$ cat src/rtl/sfe_pkg.sv
package sfe_pkg;
  typedef enum logic [2:0] {PH_OPC, PH_ADDR, PH_FILL, PH_OUT, PH_WR, PH_IGN} phase_e;
  typedef enum logic [1:0] {SRC_MEM, SRC_STAT, SRC_ID1, SRC_ID2} src_e;

  localparam logic [7:0] OP_READ  = 8'h03;
  localparam logic [7:0] OP_FREAD = 8'h0B;
  localparam logic [7:0] OP_RSTAT = 8'h05;
  localparam logic [7:0] OP_WSTAT = 8'h01;
  localparam logic [7:0] OP_WLSET = 8'h06;
  localparam logic [7:0] OP_WLCLR = 8'h04;
  localparam logic [7:0] OP_ER4K  = 8'h20;
  localparam logic [7:0] OP_ER4KB = 8'hD7;
  localparam logic [7:0] OP_ER64K = 8'hD8;
  localparam logic [7:0] OP_ERALL = 8'hC7;
  localparam logic [7:0] OP_PROG  = 8'h02;
  localparam logic [7:0] OP_SLEEP = 8'hB9;
  localparam logic [7:0] OP_IDSEQ = 8'h9F;
  localparam logic [7:0] OP_IDWAKE = 8'hAB;
  localparam logic [7:0] ID_SHORT = 8'h44;

  function automatic logic [7:0] id_seq_byte(input logic [1:0] idx);
    case (idx)
      2'd0:    return 8'h62;
      2'd1:    return 8'h06;
      2'd2:    return 8'h12;
      default: return 8'h00;
    endcase
  endfunction
endpackage

$ cat src/rtl/sfe_sync.sv
module sfe_sync #(
  parameter int          W   = 4,
  parameter logic [W-1:0] RST = '0
) (
  input  logic         clk_i,
  input  logic         rst_ni,
  input  logic [W-1:0] d_i,
  output logic [W-1:0] q_o
);
  for (genvar i = 0; i < W; i++) begin : g_bit
    logic s1, s2;
    always_ff @(posedge clk_i or negedge rst_ni) begin
      if (!rst_ni) begin
        s1 <= RST[i];
        s2 <= RST[i];
      end else begin
        s1 <= d_i[i];
        s2 <= s1;
      end
    end
    assign q_o[i] = s2;
  end
endmodule

$ cat src/rtl/sfe_rx.sv
module sfe_rx
  import sfe_pkg::*;
#(
  parameter int ADDR_W = 18
) (
  input  logic              clk_i,
  input  logic              rst_ni,
  input  logic              rise_i,
  input  logic              cs_fall_i,
  input  logic              cs_rise_i,
  input  logic              si_i,
  input  logic              busy_i,
  input  logic              load_i,
  output phase_e            phase_o,
  output src_e              src_o,
  output logic [ADDR_W-1:0] addr_o,
  output logic              rd_o,
  output logic              wcmd_valid_o,
  output logic [7:0]        wcmd_op_o,
  output logic [ADDR_W-1:0] wcmd_addr_o,
  output logic              wdat_valid_o,
  output logic [7:0]        wdat_o,
  output logic              pd_o
);
  localparam int          CNT_W    = 3;
  localparam logic [CNT_W-1:0] LAST_ADR = CNT_W'(3);
  localparam logic [CNT_W-1:0] CNT_MAX  = '1;

  logic [2:0]        bit_q;
  logic [CNT_W-1:0]  cnt_q;
  logic [6:0]        sh_q;
  logic [7:0]        op_q;
  phase_e            phase_q;
  src_e              src_q;
  logic [ADDR_W-1:0] addr_q;
  logic              rd_q, pd_q, take, sleep_go;

  wire       byte_done = rise_i && (bit_q == 3'd7);
  wire [7:0] rx_byte   = {sh_q, si_i};

  always_comb begin
    case (op_q)
      OP_WLSET, OP_WLCLR, OP_ERALL: take = (cnt_q == CNT_W'(1));
      OP_WSTAT:                     take = (cnt_q == CNT_W'(2));
      OP_ER4K, OP_ER4KB, OP_ER64K:  take = (cnt_q == CNT_W'(4));
      OP_PROG:                      take = (cnt_q >= CNT_W'(5));
      default:                      take = 1'b0;
    endcase
    take     = take && (phase_q == PH_WR) && (bit_q == 3'd0);
    sleep_go = (phase_q == PH_WR) && (op_q == OP_SLEEP) && (cnt_q == CNT_W'(1)) &&
               (bit_q == 3'd0) && !busy_i;
  end

  always_ff @(posedge clk_i or negedge rst_ni) begin
    if (!rst_ni) begin
      bit_q <= '0; cnt_q <= '0; sh_q <= '0; op_q <= '0;
      phase_q <= PH_IGN; src_q <= SRC_MEM; addr_q <= '0;
      rd_q <= 1'b0; pd_q <= 1'b0;
      wcmd_valid_o <= 1'b0; wcmd_op_o <= '0; wcmd_addr_o <= '0;
      wdat_valid_o <= 1'b0; wdat_o <= '0;
    end else begin
      rd_q         <= 1'b0;
      wcmd_valid_o <= 1'b0;
      wdat_valid_o <= 1'b0;
      if (cs_fall_i) begin
        bit_q <= '0; cnt_q <= '0; phase_q <= PH_OPC;
      end else if (cs_rise_i) begin
        bit_q <= '0; cnt_q <= '0; phase_q <= PH_IGN;
        wcmd_valid_o <= take;
        wcmd_op_o    <= op_q;
        wcmd_addr_o  <= addr_q;
        if (sleep_go) pd_q <= 1'b1;
      end else begin
        if (rise_i) begin
          sh_q  <= rx_byte[6:0];
          bit_q <= bit_q + 3'd1;
          if (bit_q == 3'd7 && cnt_q != CNT_MAX) cnt_q <= cnt_q + 1'b1;
        end
        if (byte_done) begin
          case (phase_q)
            PH_OPC: begin
              op_q <= rx_byte;
              if (pd_q && rx_byte != OP_IDWAKE) phase_q <= PH_IGN;
              else begin
                if (rx_byte == OP_IDWAKE) pd_q <= 1'b0;
                case (rx_byte)
                  OP_READ, OP_FREAD, OP_IDWAKE, OP_ER4K, OP_ER4KB, OP_ER64K, OP_PROG:
                    phase_q <= PH_ADDR;
                  OP_RSTAT: begin phase_q <= PH_OUT; src_q <= SRC_STAT; end
                  OP_IDSEQ: begin phase_q <= PH_OUT; src_q <= SRC_ID1; end
                  OP_WLSET, OP_WLCLR, OP_ERALL, OP_SLEEP, OP_WSTAT: phase_q <= PH_WR;
                  default: phase_q <= PH_IGN;
                endcase
              end
            end
            PH_ADDR: begin
              addr_q <= {addr_q[ADDR_W-9:0], rx_byte};
              if (cnt_q == LAST_ADR) begin
                case (op_q)
                  OP_READ:   begin phase_q <= PH_OUT; src_q <= SRC_MEM; rd_q <= 1'b1; end
                  OP_FREAD:  phase_q <= PH_FILL;
                  OP_IDWAKE: begin phase_q <= PH_OUT; src_q <= SRC_ID2; end
                  default:   phase_q <= PH_WR;
                endcase
              end
            end
            PH_FILL: begin phase_q <= PH_OUT; src_q <= SRC_MEM; rd_q <= 1'b1; end
            PH_WR: if (op_q == OP_PROG || op_q == OP_WSTAT) begin
              wdat_valid_o <= 1'b1;
              wdat_o       <= rx_byte;
            end
            default: ;
          endcase
        end
        if (load_i && src_q == SRC_MEM) begin
          addr_q <= addr_q + 1'b1;
          rd_q   <= 1'b1;
        end
      end
    end
  end

  assign phase_o = phase_q;
  assign src_o   = src_q;
  assign addr_o  = addr_q;
  assign rd_o    = rd_q;
  assign pd_o    = pd_q;

  AST_WCMD_ON_BOUNDARY: assert property (@(posedge clk_i) disable iff (!rst_ni)
    wcmd_valid_o |-> $past(bit_q) == 3'd0);
  AST_WCMD_ONE_CYCLE: assert property (@(posedge clk_i) disable iff (!rst_ni)
    wcmd_valid_o |=> !wcmd_valid_o);
  AST_SLEEP_NOT_BUSY: assert property (@(posedge clk_i) disable iff (!rst_ni)
    $rose(pd_q) |-> !$past(busy_i));
  AST_SLEEP_NO_WCMD: assert property (@(posedge clk_i) disable iff (!rst_ni)
    pd_q |-> !wcmd_valid_o);
endmodule

$ cat src/rtl/sfe_tx.sv
module sfe_tx
  import sfe_pkg::*;
(
  input  logic       clk_i,
  input  logic       rst_ni,
  input  logic       fall_i,
  input  logic       active_i,
  input  logic       cs_edge_i,
  input  logic       cs_rise_i,
  input  logic       hold_i,
  input  src_e       src_i,
  input  logic [7:0] mem_data_i,
  input  logic [7:0] status_i,
  output logic       so_o,
  output logic       oe_o,
  output logic       load_o
);
  logic [2:0] idx_q;
  logic [6:0] sh_q;
  logic       so_q, on_q;
  logic [1:0] id_q;
  logic [7:0] nb;

  always_comb begin
    case (src_i)
      SRC_MEM:  nb = mem_data_i;
      SRC_STAT: nb = status_i;
      SRC_ID1:  nb = id_seq_byte(id_q);
      default:  nb = ID_SHORT;
    endcase
  end

  assign load_o = fall_i && active_i && (idx_q == 3'd0);

  always_ff @(posedge clk_i or negedge rst_ni) begin
    if (!rst_ni) begin
      idx_q <= '0; sh_q <= '0; so_q <= 1'b0; on_q <= 1'b0; id_q <= '0;
    end else if (cs_edge_i) begin
      idx_q <= '0; on_q <= 1'b0; id_q <= '0;
    end else if (fall_i && active_i) begin
      on_q  <= 1'b1;
      idx_q <= idx_q + 3'd1;
      if (idx_q == 3'd0) begin
        {so_q, sh_q} <= nb;
        if (src_i == SRC_ID1) id_q <= id_q + 2'd1;
      end else begin
        so_q <= sh_q[6];
        sh_q <= {sh_q[5:0], 1'b0};
      end
    end
  end

  assign so_o = so_q;
  assign oe_o = on_q && !hold_i;

  AST_FLOAT_AFTER_DESELECT: assert property (@(posedge clk_i) disable iff (!rst_ni)
    cs_rise_i |=> !oe_o);
endmodule

$ cat src/rtl/spi_flash_frontend.sv
module spi_flash_frontend
  import sfe_pkg::*;
#(
  parameter int ADDR_W = 18
) (
  input  logic              clk_i,
  input  logic              rst_ni,
  input  logic              sck_i,
  input  logic              cs_ni,
  input  logic              si_i,
  input  logic              hold_ni,
  output logic              so_o,
  output logic              so_oe_o,
  input  logic              busy_i,
  input  logic [7:0]        status_i,
  output logic              mem_rd_o,
  output logic [ADDR_W-1:0] mem_addr_o,
  input  logic [7:0]        mem_data_i,
  output logic              wcmd_valid_o,
  output logic [7:0]        wcmd_op_o,
  output logic [ADDR_W-1:0] wcmd_addr_o,
  output logic              wdat_valid_o,
  output logic [7:0]        wdat_o,
  output logic              pd_o
);
  localparam int         PINS    = 4;
  localparam logic [PINS-1:0] PIN_RST = 4'b1010;  // {hold, si, cs, sck}

  logic [PINS-1:0] pins_s;
  logic sck_s, cs_s, si_s, hold_s;
  logic sck_d, cs_d, hold_d, hold_act;
  phase_e phase;
  src_e   src;
  logic   load;

  sfe_sync #(.W(PINS), .RST(PIN_RST)) u_sync (
    .clk_i, .rst_ni,
    .d_i ({hold_ni, si_i, cs_ni, sck_i}),
    .q_o (pins_s)
  );
  assign {hold_s, si_s, cs_s, sck_s} = pins_s;

  always_ff @(posedge clk_i or negedge rst_ni) begin
    if (!rst_ni) begin
      sck_d <= 1'b0; cs_d <= 1'b1; hold_d <= 1'b1;
    end else begin
      sck_d <= sck_s; cs_d <= cs_s; hold_d <= hold_s;
    end
  end

  wire cs_fall   = cs_d && !cs_s;
  wire cs_rise   = !cs_d && cs_s;
  wire hold_fall = hold_d && !hold_s;
  wire hold_rise = !hold_d && hold_s;
  wire live      = !cs_s && !hold_act;
  wire rise_g    = live && !sck_d && sck_s;
  wire fall_g    = live && sck_d && !sck_s;

  always_ff @(posedge clk_i or negedge rst_ni) begin
    if (!rst_ni)                           hold_act <= 1'b0;
    else if (cs_rise || hold_rise)         hold_act <= 1'b0;
    else if (hold_fall && !sck_s && !cs_s) hold_act <= 1'b1;
  end

  sfe_rx #(.ADDR_W(ADDR_W)) u_rx (
    .clk_i, .rst_ni,
    .rise_i      (rise_g),
    .cs_fall_i   (cs_fall),
    .cs_rise_i   (cs_rise),
    .si_i        (si_s),
    .busy_i,
    .load_i      (load),
    .phase_o     (phase),
    .src_o       (src),
    .addr_o      (mem_addr_o),
    .rd_o        (mem_rd_o),
    .wcmd_valid_o, .wcmd_op_o, .wcmd_addr_o,
    .wdat_valid_o, .wdat_o,
    .pd_o
  );

  sfe_tx u_tx (
    .clk_i, .rst_ni,
    .fall_i     (fall_g),
    .active_i   (phase == PH_OUT),
    .cs_edge_i  (cs_fall || cs_rise),
    .cs_rise_i  (cs_rise),
    .hold_i     (hold_act),
    .src_i      (src),
    .mem_data_i,
    .status_i,
    .so_o,
    .oe_o       (so_oe_o),
    .load_o     (load)
  );

  AST_PAUSE_FREEZES_SO: assert property (@(posedge clk_i) disable iff (!rst_ni)
    (hold_act && !cs_rise && !cs_fall) |=> $stable(so_o));
endmodule

$ cat config.mk
export PLATFORM = sky130hd
export DESIGN_NAME = spi_flash_frontend
export DESIGN_NICKNAME = d
export VERILOG_FILES = /design/src/rtl/sfe_pkg.sv /design/src/rtl/sfe_sync.sv /design/src/rtl/sfe_rx.sv /design/src/rtl/sfe_tx.sv /design/src/rtl/spi_flash_frontend.sv
export SDC_FILE = /design/constraint.sdc
export NUM_CORES = 1
export LEC_CHECK = 0
export BUFFER_PORTS_ARGS = -buffer_cell sky130_fd_sc_hd__buf_4
export CAP_MARGIN = 20
export CORE_UTILIZATION = 25
export CTS_BUF_LIST = sky130_fd_sc_hd__clkbuf_2
export CTS_CLUSTER_DIAMETER = 150
export CTS_CLUSTER_SIZE = 20
export DETAILED_ROUTE_END_ITERATION = 8
export GPL_TIMING_DRIVEN = 0
export SYNTH_ARGS = -nofsm -noshare
export SYNTH_HDL_FRONTEND = slang
export SYNTH_SLANG_ARGS = --single-unit
$ cat constraint.sdc
create_clock -name clk_i -period 2.68 [get_ports clk_i]
set_clock_uncertainty 0.15 [all_clocks]
set_input_delay 0.536 -clock clk_i [delete_from_list [all_inputs] [get_ports clk_i]]
set_output_delay 0.536 -clock clk_i [all_outputs]
set_load 0.01 [all_outputs]
==> impl_metrics.env, run 1 <==
export IMPL_outcome="complete, but fails checks"
export IMPL_violations="DRC"
export IMPL_clk_latency_ps=640
export IMPL_grt_remaining_overflow=0
export IMPL_grt_usage_pct=13.2
export IMPL_first_global_vias=4299
export IMPL_rsz0062_at_grt="no"
export IMPL_hold_violations=0
export IMPL_rows=54
export IMPL_relSlewSlack_pct=40.3
export IMPL_p_per_area_mw_per_mm2=689
export IMPL_drt_iter0_drc=235
export IMPL_fin_nets=667
export IMPL_drive_gt1_share_pct=27.6
export IMPL_finalCritPeriodShare_pct=93.5
export IMPL_io_buffers=80
export IMPL_drcViolationCount=1
export IMPL_finalSetupViolCount=0
export IMPL_gp_congestion=0.807
export IMPL_rrSetupSlack_ps=170
export IMPL_worst_pin_slew_ps=874
export IMPL_via_per_inst=4.78
export IMPL_wl_per_cell_um=15.5
export IMPL_antenna_found_initial=0
export IMPL_cp_start_kind="flip-flop"
export IMPL_yosys_area_top_type="dfrtp_1"
export IMPL_syn2layout_area_growth_pct=21.0
export IMPL_stdcell_area_mm2=0.00671
export IMPL_hold_ws_ps=130
export IMPL_required_ps=3120
export IMPL_min_path_type="primary input to async pin"
export IMPL_dieArea_mm2=0.0228
export IMPL_cap_violations=0
export IMPL_place_area_mm2=0.00653
export IMPL_postLayoutCoreUtil_pct=30.8
export IMPL_path_class="flip-flop to flip-flop"
export IMPL_antenna_cells=0
export IMPL_syn_area_mm2=0.00555
export IMPL_power_leakage_uw=0.00305
export IMPL_vdd_drop_max_v=0.000305
export IMPL_dr_max_layer_used="met4"
export IMPL_htree_levels=3
export IMPL_grt_max_degree=79
export IMPL_synth_seq_cells=108
export IMPL_wl_um=14100
export IMPL_synth_area_per_cell_um2=10.5
export IMPL_synth_commonest_cells="dfrtp_1 (100), mux2_2 (47), nand2_1 (40)"
export IMPL_die_w_um=151
export IMPL_slew_violations=0
export IMPL_worst_path_max_fanout=10
export IMPL_io_pins=81
export IMPL_ys_seq_area_share_pct=48.9
export IMPL_grt_first_pass_wirelength_um=23000
export IMPL_cts_tree="built"
export IMPL_fillers=2299
export IMPL_yosysMostFrequentCell="dfrtp_1"
export IMPL_power_total_uw=4620
export IMPL_cts_made_buffers=9
export IMPL_syn_nets=568
export IMPL_final_seq_area_mm2=0.00271
export IMPL_end_kind="flip-flop"
export IMPL_setup_tns_final_ps=0
export IMPL_cp_data_arrival_time_ps=2940
export IMPL_clock_path_buffers=2
export IMPL_ys_top_cells_by_area="dfrtp_1 (45%), mux2_2 (9.5%), dfstp_2 (3.8%), ha_1 (3.6%), a21oi_1 (2.9%)"
export IMPL_die_h_um=151
export IMPL_ys_warn_count=0
export IMPL_synth_top_area_share_pct=45.1
export IMPL_multi_input_area_mm2=0.00263
export IMPL_hpwl_um=10000
export IMPL_ant_nets=0
export IMPL_start_util_pct=25.5
export IMPL_wl_met3_um=661
export IMPL_ys_flop_type="dfrtp_1"
export IMPL_drtPass1Iterations=6
export IMPL_fmax_ghz=0.399
export IMPL_cts_root_buffer="clkbuf_2"
export IMPL_wl_met2_um=6590
export IMPL_drt_met1_wl_um=6710
export IMPL_cts_sinks=108
export IMPL_synthCells=529
export IMPL_synth_edf_count=0
export IMPL_coreArea_mm2=0.0218
export IMPL_async_flop_share_pct=100
export IMPL_vias=4363
export IMPL_fin_crit_ps=2510
export IMPL_synth_distinct_cells=67
export IMPL_clk_pin_slew_ps=300
[metrics by stage]
stage	setup WS (ps)	instances
floorplan	466	529
global placement	124	889
detailed placement	132	890
CTS	151	913
global route	16.1	913
finish	174	913
[report_power, final]
group | switching, uW | total, uW | internal (uW)
logic | 789 | 1530 | 745
registers | 337 | 2310 | 1980
clock network | 554 | 778 | 224
[layout by cell type (no fill, tap or decap), types with 4 or more instances in the layout]
master	instances
dfrtp_1	100
buf_4	79
mux2_2	47
nand2_1	39
a21oi_1	32
o21ai_0	30
nor2_1	29
nand3_1	20
clkbuf_1	17
inv_1	16
ha_1	16
nand4_1	14
clkbuf_2	13
a2bb2oi_1	11
buf_2	11
mux2_1	10
nor3_1	9
nor2b_1	9
nand2b_1	9
dfstp_2	8
o22ai_1	7
o21ai_1	7
mux2i_1	7
dlygate4sd3_1	7
nor4_1	6
nand4b_1	5
a22oi_1	4
and2_1	4
[registers in the layout, summed over array words and instances (netlist names), 2 cells and up]
| signal | cells |
|---|---|
| u_sync.g_bit.s1 | 4 |
| u_rx.wcmd_addr_o | 18 |
| u_rx.bit_q | 3 |
| u_rx.op_q | 8 |
| u_rx.wcmd_op_o | 8 |
| u_tx.sh_q | 7 |
| u_rx.phase_o | 3 |
| u_tx.idx_q | 3 |
| u_tx.id_q | 2 |
| u_rx.src_o | 2 |
| u_rx.sh_q | 7 |
| u_sync.g_bit.s2 | 4 |
| u_rx.addr_o | 18 |
| u_rx.cnt_q | 3 |
| u_rx.wdat_o | 8 |
[worst max-delay path: stages, from the launching register on]
cell	delay [ps]
dfstp_2	680
ha_1	290
buf_1	520
nand4_1	340
o32ai_1	210
nand3_1	110
a21o_1	190
[area by class of cell]
cell class	count	share of cell area, %
Sequential cell	108	40.4
Multi-Input combinational cell	372	39.2
Timing Repair Buffer	88	10.5
Tap cell	280	5.22
Buffer	33	2.18
Clock buffer	12	0.895
Inverter	16	0.895
Clock inverter	4	0.746
[path summary, 6_finish.rpt]
check / start / depth (start not counted) / to
setup / recovery: u_sync.g_bit[1].s2 / 6 / u_rx.pd_o
hold / removal: rst_ni / 2 / u_rx.wdat_valid_o
setup reg to reg: u_sync.g_bit[1].s2 / 6 / u_rx.pd_o
hold reg to reg: u_sync.g_bit[2].s1 / 0 / u_sync.g_bit[2].s2
max in group asynchronous: rst_ni / 3 / u_sync.g_bit[2].s1
min in group clk_i: status_i[3] / 4 / u_tx.sh_q[3]
[repair_timing]
action                                  in CTS  in global routing
hold buffers                                 7                  0
endpoints found under the hold margin      111                  0
endpoints found under the setup margin       0                  2
resized for setup                            0                  1
setup buffers                                0                  0
[layer usage]
layer / vias up / global-route usage [%]
li1: 2129 / -
met1: 2128 / 17.6
met2: 92 / 21.0
met3: 14 / 3.80
met4: 0 / 3.20
met5: - / 0
[cell families (layout without fill, tap and decap cells)]
group	after synthesis	in the layout	share of synthesized area, %
adder cells (fa/ha/maj)	16	16	3.61
AO/OA/AOI/OAI	119	119	13.5
flip-flops	108	108	48.9
XOR/XNOR	4	4	0.632
AND/OR/NAND/NOR	169	169	16.7
buffers and inverters	49	153	3.72
multiplexers	64	64	12.8
Power figures use the tool's default switching activity.
==> run 2: changes to the inputs <==
- RECOVER_POWER: unset -> 50
==> run 2 against run 1 <==
  * The flow finishes with violations (DRC, capacitance limit, slew limit)
  * Register-to-register slack about the same
  * Critical path depth did not move
  * Cell count unchanged
  * Count of clock-buffer cells in the layout unchanged
  * Clock power hardly changed
  * Combinational power about the same
  * First-iteration DRC count grew 32%
  * Sequential share of layout area rose by 0.35 points
  * Die area stayed put
  * Core utilization fell by 0.26 points
  * Hold slack better by 44 ps
  * Sequential power hardly changed
==> impl_metrics.env, run 2 (synthesis results as in run 1) <==
export IMPL_io_pins=81
export IMPL_grt_max_degree=79
export IMPL_cp_start_kind="flip-flop"
export IMPL_hold_path_depth=4
export IMPL_fillers=2314
export IMPL_min_path_type="primary input to flip-flop"
export IMPL_cp_data_arrival_time_ps=2930
export IMPL_die_w_um=151
export IMPL_drcViolationCount=1
export IMPL_seqPwrFrac_pct=50.1
export IMPL_cts_tree="built"
export IMPL_worst_pin_slew_ps=1850
export IMPL_crit_start="u_sync.g_bit[1].s2"
export IMPL_slowest_stage="dfstp_2"
export IMPL_coreArea_mm2=0.0218
export IMPL_wl_um=14200
export IMPL_grt_remaining_overflow=0
export IMPL_rr_endpoint="u_rx.pd_o"
export IMPL_gp_congestion=0.807
export IMPL_via_per_inst=4.78
export IMPL_power_switching_uw=1680
export IMPL_drive_gt1_share_pct=25.6
export IMPL_start_util_pct=25.5
export IMPL_grt_first_pass_wirelength_um=23000
export IMPL_postLayoutCoreUtil_pct=30.6
export IMPL_required_ps=3120
export IMPL_post_place_ws_ps=132
export IMPL_drt_iter0_drc=310
export IMPL_violations="DRC, capacitance limit, slew limit"
export IMPL_sw_frac_of_total_pct=36.5
export IMPL_cts_sinks=108
export IMPL_final_cell_mix="dfrtp_1 (100), buf_4 (66), mux2_2 (47)"
export IMPL_grt_usage_pct=13.2
export IMPL_rsz0062_at_grt="no"
export IMPL_pwr_share_clk_pct=17.0
export IMPL_hold_ws_ps=174
export IMPL_dieArea_mm2=0.0228
export IMPL_relSlewSlack_pct=-23.5
export IMPL_reg2reg_from="u_sync.g_bit[1].s2"
export IMPL_drtPass1Iterations=6
export IMPL_cts_made_buffers=9
export IMPL_fin_crit_ps=2490
export IMPL_clk_latency_ps=640
export IMPL_worstPathCellList="ha_1 -> buf_1 -> nand4_1 -> o32ai_1 -> nand3_1 -> a21o_1"
export IMPL_p_per_area_mw_per_mm2=693
export IMPL_end_kind="flip-flop"
export IMPL_cts_root_buffer="clkbuf_2"
export IMPL_finalSetupViolCount=0
export IMPL_rows=54
export IMPL_setup_tns_final_ps=0
export IMPL_vias=4362
export IMPL_worstRegToRegCells=6
export IMPL_p_comb_share_pct=32.9
export IMPL_whs_endpoint="u_tx.sh_q[3]"
export IMPL_cap_violations=1
export IMPL_final_common_cell="dfrtp_1"
export IMPL_io_buffers=80
export IMPL_die_h_um=151
export IMPL_ant_nets=0
export IMPL_clk_pin_slew_ps=300
export IMPL_slew_violations=31
export IMPL_power_internal_uw=2930
export IMPL_hold_violations=0
export IMPL_setup_ws_ps=188
export IMPL_cp_slowest_stage_delay_ps=660
export IMPL_power_leakage_uw=0.00300
export IMPL_antenna_found_initial=0
export IMPL_outcome="complete, but fails checks"
export IMPL_finalCritPeriodShare_pct=93.0
export IMPL_worst_path_max_fanout=10
export IMPL_power_total_uw=4610
export IMPL_hpwl_um=10000
export IMPL_fin_nets=667
export IMPL_vdd_drop_max_v=0.000305
export IMPL_path_class="flip-flop to flip-flop"
export IMPL_antenna_cells=0
export IMPL_clock_path_buffers=2
export IMPL_syn2layout_area_growth_pct=20.0
export IMPL_hold_start="status_i[3]"
export IMPL_rrSetupSlack_ps=190
export IMPL_fmax_ghz=0.401
export IMPL_first_global_vias=4299
export IMPL_htree_levels=3
export IMPL_wl_per_cell_um=15.5
[run 2: power groups by stage]
stage / logic (uW) / clock network, uW / registers, uW
2_1_floorplan: 819 / 0 / 2350
4_1_cts: 1550 / 839 / 2320
5_1_grt: 1690 / 892 / 2360
3_5_place_dp: 1530 / 0 / 2340
3_3_place_gp: 1510 / 0 / 2340
6_report: 1520 / 781 / 2310
[run 2: critical path, delay by kind of cell (launching register included)]
kind            cells  cell delay [ps]
compound gates      2              400
simple gates        2              450
fa+ha+maj           1              290
buf+inv             1              520
flops               1              660
[run 2: worst max path at each step]
stage	depth (start not counted)	slack [ps]	endpoint
after floorplan	7	470	u_rx.src_o[0]
after global placement	6	120	u_rx.pd_o
after detailed placement	7	130	u_rx.src_o[1]
after CTS	6	150	u_rx.pd_o
after global routing	7	20	u_rx.addr_o[4]
final	6	190	u_rx.pd_o
[run 2: final cells by class]
type                    count  area, um^2  area share, %
clock inverters             4        50.0          0.752
plain buffers              33         145           2.18
inverters                  16        60.1          0.903
well taps                 280         350           5.27
repair buffers             88         661           9.93
clock buffers              12        60.1          0.903
multi-input cells         372        2610           39.3
flip-flops and latches    108        2710           40.8
[run 2: metal layers]
metal	global-route usage, %	vias to the layer above	routed length (um)
met5	0	-	0
met4	3.20	0	180
met3	3.80	14	721
met2	21.0	84	6570
met1	17.6	2133	6700
li1	-	2131	-
[run 2: what timing repair did]
| action | 4_1_cts | 5_1_grt |
|---|---|---|
| resized for setup | 0 | 1 |
| setup endpoints to repair | 0 | 2 |
| endpoints found under the hold margin | 111 | 0 |
| hold buffers | 7 | 0 |
| buffers inserted | 0 | 0 |
[run 2: through the flow]
step	area (um^2)	cells
6_report	6650	913
2_1_floorplan	5550	529
4_1_cts	6710	913
3_3_place_gp	6500	889
3_5_place_dp	6530	890
5_1_grt	6650	913
==> run 3: changes to the inputs <==
- ABC_AREA: unset -> 1
==> run 3 against run 2 <==
  * The flow finishes with violations (DRC)
  * Cell count increased by 20%
  * Final area is 1.2% higher
  * Sequential share of layout area fell by 0.50 points
  * Die area rose by 1.3%
  * Power fell by 29%
  * Count of clock-buffer cells in the layout decreased by 3
  * Non-clock buffer count decreased by 18
  * Hold slack worse by 56 ps
  * Critical path type unchanged
==> impl_metrics.env, run 3 <==
export IMPL_cap_violations=0
export IMPL_vdd_drop_max_v=0.000218
export IMPL_post_place_ws_ps=446
export IMPL_synth_seq_cells=108
export IMPL_cts_sinks=108
export IMPL_rr_endpoint="u_rx.addr_o[10]"
export IMPL_end_kind="flip-flop"
export IMPL_clk_latency_ps=660
export IMPL_synth_distinct_cells=37
export IMPL_reg2reg_from="u_tx.idx_q[0]"
export IMPL_power_leakage_uw=0.00312
export IMPL_ys_top_cells_by_area="dfrtp_1 (45%), nand2_1 (14%), o21ai_0 (7.4%), inv_1 (5.4%), nand3_1 (4.2%)"
export IMPL_cp_start_kind="flip-flop"
export IMPL_die_h_um=152
export IMPL_slew_violations=0
export IMPL_grt_usage_pct=14.0
export IMPL_rrSetupSlack_ps=290
export IMPL_cts_hold_buf=5
export IMPL_clock_path_buffers=2
export IMPL_synth_top_area_share_pct=44.6
export IMPL_hpwl_um=11400
export IMPL_syn2layout_area_growth_pct=19.9
export IMPL_grt_max_degree=56
export IMPL_worst_pin_slew_ps=1440
export IMPL_fmax_ghz=0.419
export IMPL_final_seq_area_mm2=0.00271
export IMPL_ys_flop_type="dfrtp_1"
export IMPL_cts_tree="built"
export IMPL_stdcell_area_mm2=0.00674
export IMPL_yosys_area_top_type="dfrtp_1"
export IMPL_vias=5024
export IMPL_violations="DRC"
export IMPL_synth_area_per_cell_um2=7.87
export IMPL_setup_ws_ps=293
export IMPL_cts_root_buffer="clkbuf_2"
export IMPL_ant_nets=0
export IMPL_drive_gt1_share_pct=15.7
export IMPL_drcViolationCount=11
export IMPL_first_global_vias=4942
export IMPL_clk_pin_slew_ps=300
export IMPL_grt_first_pass_wirelength_um=25700
export IMPL_grt_remaining_overflow=0
export IMPL_setup_tns_final_ps=0
export IMPL_min_path_type="primary input to flip-flop"
export IMPL_outcome="complete, but fails checks"
export IMPL_antenna_cells=0
export IMPL_antenna_found_initial=0
export IMPL_synth_commonest_cells="nand2_1 (203), dfrtp_1 (100), o21ai_0 (83)"
export IMPL_finalSetupViolCount=0
export IMPL_ys_seq_area_share_pct=48.3
export IMPL_wl_um=15300
export IMPL_syn_nets=753
export IMPL_worstRegToRegCells=11
export IMPL_finalCritPeriodShare_pct=89.0
export IMPL_fin_crit_ps=2390
export IMPL_syn_area_mm2=0.00562
export IMPL_start_util_pct=25.6
export IMPL_rsz0062_at_grt="no"
export IMPL_via_per_inst=4.58
export IMPL_path_class="flip-flop to flip-flop"
export IMPL_whs_endpoint="u_tx.sh_q[3]"
export IMPL_io_pins=81
export IMPL_gp_congestion=0.877
export IMPL_postCtsResizedCells=0
export IMPL_drt_iter0_drc=399
export IMPL_p_per_area_mw_per_mm2=487
export IMPL_synthCells=714
export IMPL_cts_made_buffers=9
export IMPL_io_buffers=80
export IMPL_final_common_cell="nand2_1"
export IMPL_worst_path_max_fanout=10
export IMPL_coreArea_mm2=0.0220
export IMPL_drtPass1Iterations=7
export IMPL_dieArea_mm2=0.0231
export IMPL_fillers=2400
export IMPL_yosysMostFrequentCell="nand2_1"
export IMPL_ys_warn_count=0
export IMPL_required_ps=3110
export IMPL_hold_violations=0
export IMPL_cp_data_arrival_time_ps=2820
export IMPL_final_cell_mix="nand2_1 (203), dfrtp_1 (100), o21ai_0 (84), inv_1 (84), buf_4 (76)"
export IMPL_rows=54
export IMPL_async_flop_share_pct=100
export IMPL_htree_levels=3
export IMPL_hold_path_depth=5
export IMPL_wl_per_cell_um=13.9
export IMPL_hold_start="mem_data_i[3]"
export IMPL_fin_nets=850
export IMPL_die_w_um=152
export IMPL_postCtsSetupRepairBufs=0
export IMPL_multi_input_area_mm2=0.00248
export IMPL_place_area_mm2=0.00660
export IMPL_relSlewSlack_pct=3.88
export IMPL_synth_edf_count=0
## run 3: layout make-up
cell class	count	area share, %
sequential	108	40.3
multi-input combinational	500	36.8
timing repair buffer	86	9.81
tap	280	5.20
inverter	89	5.00
buffer	17	1.34
clock inverter	7	0.929
clock buffer	9	0.669
## run 3: routing by layer
layer / wire length [um] / GRT usage [%] / vias up / share of wire (%)
li1: - / - / 2499 / -
met1: 7210 / 19.1 / 2364 / 47
met2: 6980 / 21.8 / 140 / 46
met3: 810 / 3.54 / 21 / 5.3
met4: 257 / 4.32 / 0 / 1.7
met5: 0 / 0 / - / 0
## run 3: where the power goes
part	leakage, uW	switching [uW]	total, uW	internal, uW
registers	0.00143	116	1880	1760
logic	0.00163	429	652	223
clock network	0.0000569	610	746	137
total	0.00312	1150	3280	2120
## run 3: critical path, cell delays in order, from the launching register on
cell      delay [ps]
dfrtp_1          420
inv_1             70
ha_1             190
nand2_1          190
inv_1            190
nand2_1          100
inv_1             80
nand2_4          120
clkbuf_1         450
o21ai_0          190
nand2_1           80
o21ai_0           70
## run 3: logic make-up (layout without fill, tap and decap cells)
kind of cell,Yosys count,in the layout,synth area share [%]
buf+inv,106,208,7.60
flops,108,108,48.3
fa+ha+maj,16,16,3.56
compound gates,133,133,13.1
simple gates,339,339,25.5
xor+xnor,12,12,1.87
## run 3: worst max path at each step
| stage | slack, ps | start | to | cells past startpoint |
|---|---|---|---|---|
| global route | 160 | u_tx.idx_q[0] | u_rx.addr_o[10] | 11 |
| finish | 290 | u_tx.idx_q[0] | u_rx.addr_o[10] | 11 |
| floorplan | 790 | cs_d | u_rx.op_q[4] | 7 |
| detailed placement | 450 | cs_d | u_rx.op_q[7] | 7 |
| CTS | 390 | cs_d | u_rx.op_q[7] | 8 |
| global placement | 450 | cs_d | u_rx.op_q[0] | 7 |
## run 3: through the flow
step           hold slack [ps]  cells  power (uW)  util, %
3_5_place_dp               186   1075        2560     30.1
6_report                   118   1096        3280     30.7
5_1_grt                   74.2   1096        3510     30.7
2_1_floorplan             90.4    714        2310        -
3_3_place_gp               184   1074        2540     29.9
4_1_cts                   45.4   1096        3320     30.8
